### src/rtl/bp_pkg.sv
package bp_pkg;
    localparam int PC_W     = 32;
    localparam int IDX_LSB  = 2;
    localparam int SLOT_W   = 4;
    localparam int HIST_W   = 2;
    localparam int CTR_W    = 2;
    localparam int ENTRY_W  = SLOT_W + HIST_W;
    localparam int ENTRIES  = 1 << ENTRY_W;

    typedef logic [PC_W-1:0]    pc_t;
    typedef logic [HIST_W-1:0]  hist_t;
    typedef logic [CTR_W-1:0]   ctr_t;
    typedef logic [ENTRY_W-1:0] entry_idx_t;

    localparam ctr_t CTR_MAX   = '1;
    localparam ctr_t CTR_MIN   = '0;
    localparam ctr_t CTR_RESET = ctr_t'(1 << (CTR_W - 2));

    typedef struct packed {
        logic       valid;
        pc_t        pc;
        logic       taken;
        hist_t      hist;
    } resolve_t;

    function automatic entry_idx_t make_index(pc_t pc, hist_t h);
        return {pc[IDX_LSB +: SLOT_W], h};
    endfunction

    function automatic ctr_t ctr_train(ctr_t c, logic taken);
        if (taken)
            return (c == CTR_MAX) ? c : c + ctr_t'(1);
        else
            return (c == CTR_MIN) ? c : c - ctr_t'(1);
    endfunction
endpackage

### src/rtl/bp_hist_reg.sv
module bp_hist_reg
    import bp_pkg::*;
#(
    parameter int W = HIST_W
) (
    input  logic         clk,
    input  logic         rst,
    input  logic         shift_en,
    input  logic         outcome,
    output logic [W-1:0] hist_q
);
    always_ff @(posedge clk) begin
        if (rst)
            hist_q <= '0;
        else if (shift_en)
            hist_q <= {hist_q[W-2:0], outcome};
    end

    assert_hist_newest_R7: assert property (@(posedge clk) disable iff (rst)
        shift_en |=> hist_q[0] == $past(outcome));
    assert_hist_age_R7: assert property (@(posedge clk) disable iff (rst)
        shift_en |=> hist_q[W-1:1] == $past(hist_q[W-2:0]));
    assert_hist_hold_R7: assert property (@(posedge clk) disable iff (rst)
        !shift_en |=> $stable(hist_q));
endmodule

### src/rtl/bp_ctr_table.sv
module bp_ctr_table
    import bp_pkg::*;
(
    input  logic       clk,
    input  logic       rst,
    input  entry_idx_t rd_idx,
    output ctr_t       rd_ctr,
    input  logic       wr_en,
    input  entry_idx_t wr_idx,
    input  logic       wr_taken
);
    ctr_t ctr_q [ENTRIES];
    ctr_t wr_old;

    assign rd_ctr = ctr_q[rd_idx];
    assign wr_old = ctr_q[wr_idx];

    always_ff @(posedge clk) begin
        if (rst) begin
            for (int i = 0; i < ENTRIES; i++)
                ctr_q[i] <= CTR_RESET;
        end else if (wr_en) begin
            ctr_q[wr_idx] <= ctr_train(wr_old, wr_taken);
        end
    end

    assert_sat_high_R4: assert property (@(posedge clk) disable iff (rst)
        wr_en && wr_taken && wr_old == CTR_MAX |=> ctr_q[$past(wr_idx)] == CTR_MAX);
    assert_sat_low_R4: assert property (@(posedge clk) disable iff (rst)
        wr_en && !wr_taken && wr_old == CTR_MIN |=> ctr_q[$past(wr_idx)] == CTR_MIN);
    assert_strong_taken_holds_R5: assert property (@(posedge clk) disable iff (rst)
        wr_en && !wr_taken && wr_old == CTR_MAX |=> ctr_q[$past(wr_idx)][CTR_W-1]);
    assert_strong_not_holds_R5: assert property (@(posedge clk) disable iff (rst)
        wr_en && wr_taken && wr_old == CTR_MIN |=> !ctr_q[$past(wr_idx)][CTR_W-1]);

    for (genvar g = 0; g < ENTRIES; g++) begin : g_iso
        assert_untouched_R6: assert property (@(posedge clk) disable iff (rst)
            !(wr_en && wr_idx == entry_idx_t'(g)) |=> $stable(ctr_q[g]));
    end
endmodule

### src/rtl/corr_bpred.sv
module corr_bpred
    import bp_pkg::*;
(
    input  logic              clk,
    input  logic              rst,
    input  logic [PC_W-1:0]   pred_pc,
    output logic              pred_taken,
    output logic [HIST_W-1:0] pred_hist,
    input  logic              upd_valid,
    input  logic [PC_W-1:0]   upd_pc,
    input  logic              upd_taken,
    input  logic [HIST_W-1:0] upd_hist
);
    resolve_t   res;
    hist_t      live_hist;
    ctr_t       sel_ctr;
    entry_idx_t rd_idx;
    entry_idx_t wr_idx;

    assign res = '{valid: upd_valid, pc: upd_pc, taken: upd_taken, hist: upd_hist};

    bp_hist_reg #(.W(HIST_W)) u_hist (
        .clk      (clk),
        .rst      (rst),
        .shift_en (res.valid),
        .outcome  (res.taken),
        .hist_q   (live_hist)
    );

    assign rd_idx = make_index(pred_pc, live_hist);
    assign wr_idx = make_index(res.pc, res.hist);

    bp_ctr_table u_table (
        .clk      (clk),
        .rst      (rst),
        .rd_idx   (rd_idx),
        .rd_ctr   (sel_ctr),
        .wr_en    (res.valid),
        .wr_idx   (wr_idx),
        .wr_taken (res.taken)
    );

    assign pred_taken = sel_ctr[CTR_W-1];
    assign pred_hist  = live_hist;

    assert_reset_not_taken_R1: assert property (@(posedge clk)
        rst |=> !pred_taken && pred_hist == '0);
    assert_known_pred_R3: assert property (@(posedge clk) disable iff (rst)
        !$isunknown(pred_pc) |-> !$isunknown(pred_taken));
endmodule

### config.mk
export PLATFORM = sky130hd
export DESIGN_NAME = corr_bpred
export DESIGN_NICKNAME = d
export VERILOG_FILES = /design/src/rtl/bp_pkg.sv /design/src/rtl/bp_hist_reg.sv /design/src/rtl/bp_ctr_table.sv /design/src/rtl/corr_bpred.sv
export SDC_FILE = /design/constraint.sdc
export NUM_CORES = 1
export LEC_CHECK = 0
export ABC_CLOCK_PERIOD_IN_PS = 4200
export BUFFER_PORTS_ARGS = -buffer_cell sky130_fd_sc_hd__clkbuf_2
export CAP_MARGIN = 40
export CORE_MARGIN = 2
export CORE_UTILIZATION = 60
export CTS_CLUSTER_DIAMETER = 60
export DETAILED_ROUTE_END_ITERATION = 8
export PLACE_DENSITY = 0.81
export SETUP_SLACK_MARGIN = 0.15
export SLEW_MARGIN = 30
export SYNTH_ARGS = -nofsm -noshare
export SYNTH_HDL_FRONTEND = slang
export SYNTH_SLANG_ARGS = --single-unit
### constraint.sdc
create_clock -name clk -period 4.2 [get_ports clk]
set_input_delay 0.63 -clock clk [delete_from_list [all_inputs] [get_ports clk]]
set_output_delay 0.63 -clock clk [all_outputs]
set_load 0.005 [all_outputs]
After elaboration in Yosys (flattened, before gate mapping)
Memories as Yosys holds them, arrays and structs flattened. Cells that the tools add are included.

$add $sub $neg: 2. Multiply operators: 0. Divide/modulo/power cells: 0. $lt $le $gt $ge: 0. Equality and inequality tests: 1. Shift operators: 0. Muxes and demuxes: 13. Bitwise gates (word level): 0. Reduce and logical (&&, ||, !) cells: 2.

Operator list (count): 2-to-1 mux 2 bit (6); 2-to-1 mux 1 bit (6); 2-to-1 mux 6 bit (1); adder 2 x 1 -> 2 bit, second input constant (1); equality test 2 bit, second input constant (1); logical NOT 2 bit (1); OR reduction 2 bit (1); subtractor 2 x 1 -> 2 bit, second input constant (1).

Bits in registers: 2. Bits in latches: 0. RAM bits: 128. Bits in read-only memories: 0. Input port bits: 70. Output and inout bits: 3. Word-level logic and storage cells: 20. Memories: 1.

Memories: u_table.ctr_q (depth 64, width 2, rd ports 2, clocked after memory_dff 0, wr ports 64, line bp_ctr_table.sv:12) `ctr_t ctr_q [ENTRIES];`.

Logic depth before layout (Yosys ltp)
An unclocked memory read counts as a cell.

Depth after elaboration: 7. Gate-level depth with buffers: 12. Depth with buffers taken out: 7.

Cells and area by module
Synthesis repeated with hierarchy kept, for this count alone.

Cell total of the unflattened synthesis: 641. Area, all modules: 7851.3 µm².

Modules (own cells, without submodules): bp_ctr_table (instances 1, cells each 635, area an instance 7783.7 µm², sequential area each 3843.7 µm²); bp_hist_reg (instances 1, cells each 6, area an instance 67.6 µm², sequential area each 40.0 µm²).

Worst setup path after synthesis
OpenSTA, ideal clock, no wires.

Path type: register to output. From: reg u_hist.hist_q[0]. To: out pred_taken. Arrival: 2568 ps. Data required time: 3570 ps. Setup slack: 1002 ps. Stages on the path, launching flop included: 6. Buffers on the path: 2. Cells stage by stage: dfxtp_1 -> buf_2 -> buf_1 -> mux4_2 -> mux4_2 -> mux4_2.

Cells in the longest elaborated chain, start to end: 1.

RTL lines: start: declaration (line bp_hist_reg.sv:10) `output logic [W-1:0] hist_q`; start signal: assignment (line bp_hist_reg.sv:16) `hist_q <= {hist_q[W-2:0], outcome};`; memory (64 x 2 bit); end: declaration (line corr_bpred.sv:7) `output logic pred_taken,`.

Every way passes these cells.

==> results.cfg <==
[clock_network]
cts.reportedPaths.clkPinSlew_ns = 0.06
ctsRootBufferMaster = clkbuf_16
post_cts.resized_instances = 0
cts_buffers = 17
ctsHoldBuffers = 0
clock_tree.buffer_depth = 2
clkSinkCount = 130
tritoncts = done
insertion_delay_ns = 0.43
cts_post_setup_buffers_inserted = 0
cts_max_level = 4

[synth]
post_synth_and_or_nand_nor_area_fraction_pct = 21.24
synth_xor_area_share_pct = 0
combinational_family_with_the_most_area_after_synthesis = simple AND/OR/NAND/NOR gates
synth_top_cell_area_share_pct = 51.46
synth-compound-area-share_pct = 8.643
yosysTopAreaCell = edfxtp_1
ys_types = 55
share_of_synthesized_area_spent_on_multiplexers_pct = 12.41
netlist_instances = 622
area_share_of_fa_ha_maj_cells_after_synthesis_pct = 0.3015
synth_commonest_cells = edfxtp_1, nand2_1, nor2_1
ys_async_sr_fraction_pct = 0
synth.most_common_cell = edfxtp_1
syn_area_per_cell_um2 = 12.01
synth_enable_flop_cells = 128
synthesis.nets = 692
synth_area_mm2 = 0.007470
ys_seq_elements = 130
cell_types_with_the_largest_area_share_after_synthesis = edfxtp_1, mux4_2, nor3_2
seq_area_frac_synth_pct = 51.99
dominantRegCellSynth = edfxtp_1
synthesis.yosys.warnings = 0

[floorplanning]
horizontal_die_dimension_um = 115.6
die-area_mm2 = 0.01336
io_pins = 73
chipHeight_um = 115.6
initial_util_pct = 61.93
core_mm2 = 0.01206
core.rowCount = 40

[critical_path]
critPathCaptureType = flip-flop
cp_slowest_stage_delay_ns = 0.44
reg2reg_setup_slack_ns = 1.39
critical-path-slowest-cell = a2111o_1
reg2reg_depth = 8
timing.critical_path.mode_cell = buf_4
timing.critical_path.fanout_max = 22
reg2reg_from = u_table.ctr_q[2][1]
worstPathRequired_ns = 4.35
cp_cell_sequence = clkbuf_2, buf_4, nand3b_1, a21oi_1, o31a_1, a2111o_1, a2111oi_4, maj3_2, buf_4, nand3_1
r2r_end = u_table.ctr_q[40][0]
setup.worst_path.start_class = input pin
critical_path_class = in2reg
worst-endpoint-arrival_ns = 3.51

[grt]
antenna_found_initial = 0
grt_util_all_layers_pct = 31.71
grt_max_degree = 39
global_route.overflow_total = 0
vias_in_the_first_global_route = 5391
grt_first_pass_wirelength_mm = 30.48

[route]
drtAntennaViolNets = 0
wl_per_cell_um = 24.93
route.detailed.drc = 0
drt_pre_antenna_iters = 6
first_iter_violations = 802
wirelength_mm = 19.94
dr_total_vias = 5577
route.detailed.vias_per_inst = 6.971

[timing]
tcrit_tclk_final_pct = 80.05
timing_limited_maximum_frequency_ghz = 0.2974
timing.setup.tns_ns = 0
final.min_clock_period_ns = 3.362
clock_skew_ns = 0.007358
max_slew.worst_pin.slew_ns = 0.8649
rsz0062_at_grt = false
final_hold_viol_count = 0
slew-limit-headroom_pct = 42.22
setup-violations-final = 0
final_max_slew_viol_count = 0

[finish]
areaGrowthSynthToFinish_pct = 11.29
antennaDiodeCount = 0
final_layout_size_suffix_gt1_share_pct = 28.16
finalNetCount = 689

[placed_design]
detailedPlacementHpwl_mm = 13.26
port_buffers = 16
gp_congestion = 0.9481

[power]
design_power_total_mw = 3.410
vdd_drop_max_mv = 0.2425
powerDensity_mw_per_mm2 = 410.2
power.static_leakage_nw = 2.611

[worst_hold_path]
hp-start = upd_taken
min_path_type = in2reg
worst_hold_path.endpoint = u_hist.hist_q[0]
whs_path_depth = 3

[run_status]
run_status = finished, final reports clean

[flow_run]
max_cap_violations = 0
worst max-delay path by stage:
stage,to,cells past startpoint,startpoint
final,u_table.ctr_q[40][0],10,upd_hist[0]
after global routing,u_table.ctr_q[40][0],10,upd_hist[0]
after CTS,pred_taken,4,u_hist.hist_q[1]
after detailed placement,u_table.ctr_q[40][0],10,upd_hist[0]
after global placement,u_table.ctr_q[29][0],10,upd_hist[0]
after floorplan,pred_taken,5,u_hist.hist_q[0]
per-layer routing:
metal	vias to the layer above	wire length, um	track usage, %
li1	2357	-	-
met1	2689	7165	41.47
met2	439	9244	46.94
met3	92	2565	11.04
met4	0	968	16.95
met5	-	0	0
report_power, final:
part / switching [mW] / internal [mW]
Sequential: 0.0198 / 1.46
Clock: 0.543 / 0.983
Combinational: 0.264 / 0.144
Total: 0.827 / 2.58
metrics by stage:
stage                     worst slack, ns  instance area, um2  utilization [%]  hold WS (ns)  instances
after floorplan                     1.002                7470                -        0.7772        622
after global placement             0.5179                7679            63.66        0.7152        765
after detailed placement           0.4675                7690            63.76        0.7162        766
after CTS                          0.6303                8290            68.73        0.5048        798
after global routing               0.7110                8313            68.92        0.5565        800
final                              0.8378                8313            68.92        0.5301        800
cells in the final DEF (no fill, tap or decap), drive strengths merged, types with 5 or more instances in the layout:
cell    instances
a21oi           9
nor2b           5
buf            36
o21bai         15
nand3          43
nand4          12
nand2b         25
nand2          54
nor2           49
clkinv          7
a221oi          9
nor3           38
mux2            5
edfxtp        128
nor4            6
a21o           12
mux4           32
a22oi           9
o22ai           5
nand3b         10
or2            17
o21ai           6
clkbuf         36
mux2i          15
critical path: cells and delay by family:
| family | cells | cell delay [ns] |
|---|---|---|
| and+or+nand+nor | 2 | 0.26 |
| buffers and inverters | 3 | 1.07 |
| AOI/OAI and AO/OA | 4 | 1.12 |
| adders and majority gates | 1 | 0.41 |
registers in the layout, indices dropped and copies added, names as in the netlist:
name           flops
u_hist.hist_q      2
u_table.ctr_q    128
cell type report:
cell class	count	area, um2
multi-input cells	414	3192
fillers	828	3749
clock buffers	20	436.7
clock inverters	12	163.9
flip-flops and latches	130	3884
well taps	168	210.2
repair buffers	52	411.6
inverters	4	15.01
kinds of logic after synthesis:
logic type | Yosys count
AND/OR/NAND/NOR | 275
flip-flops | 130
AO/OA/AOI/OAI | 85
buffers and inverters | 78
multiplexers | 52
adder cells (fa/ha/maj) | 2
(Power assumes the default switching activity.)
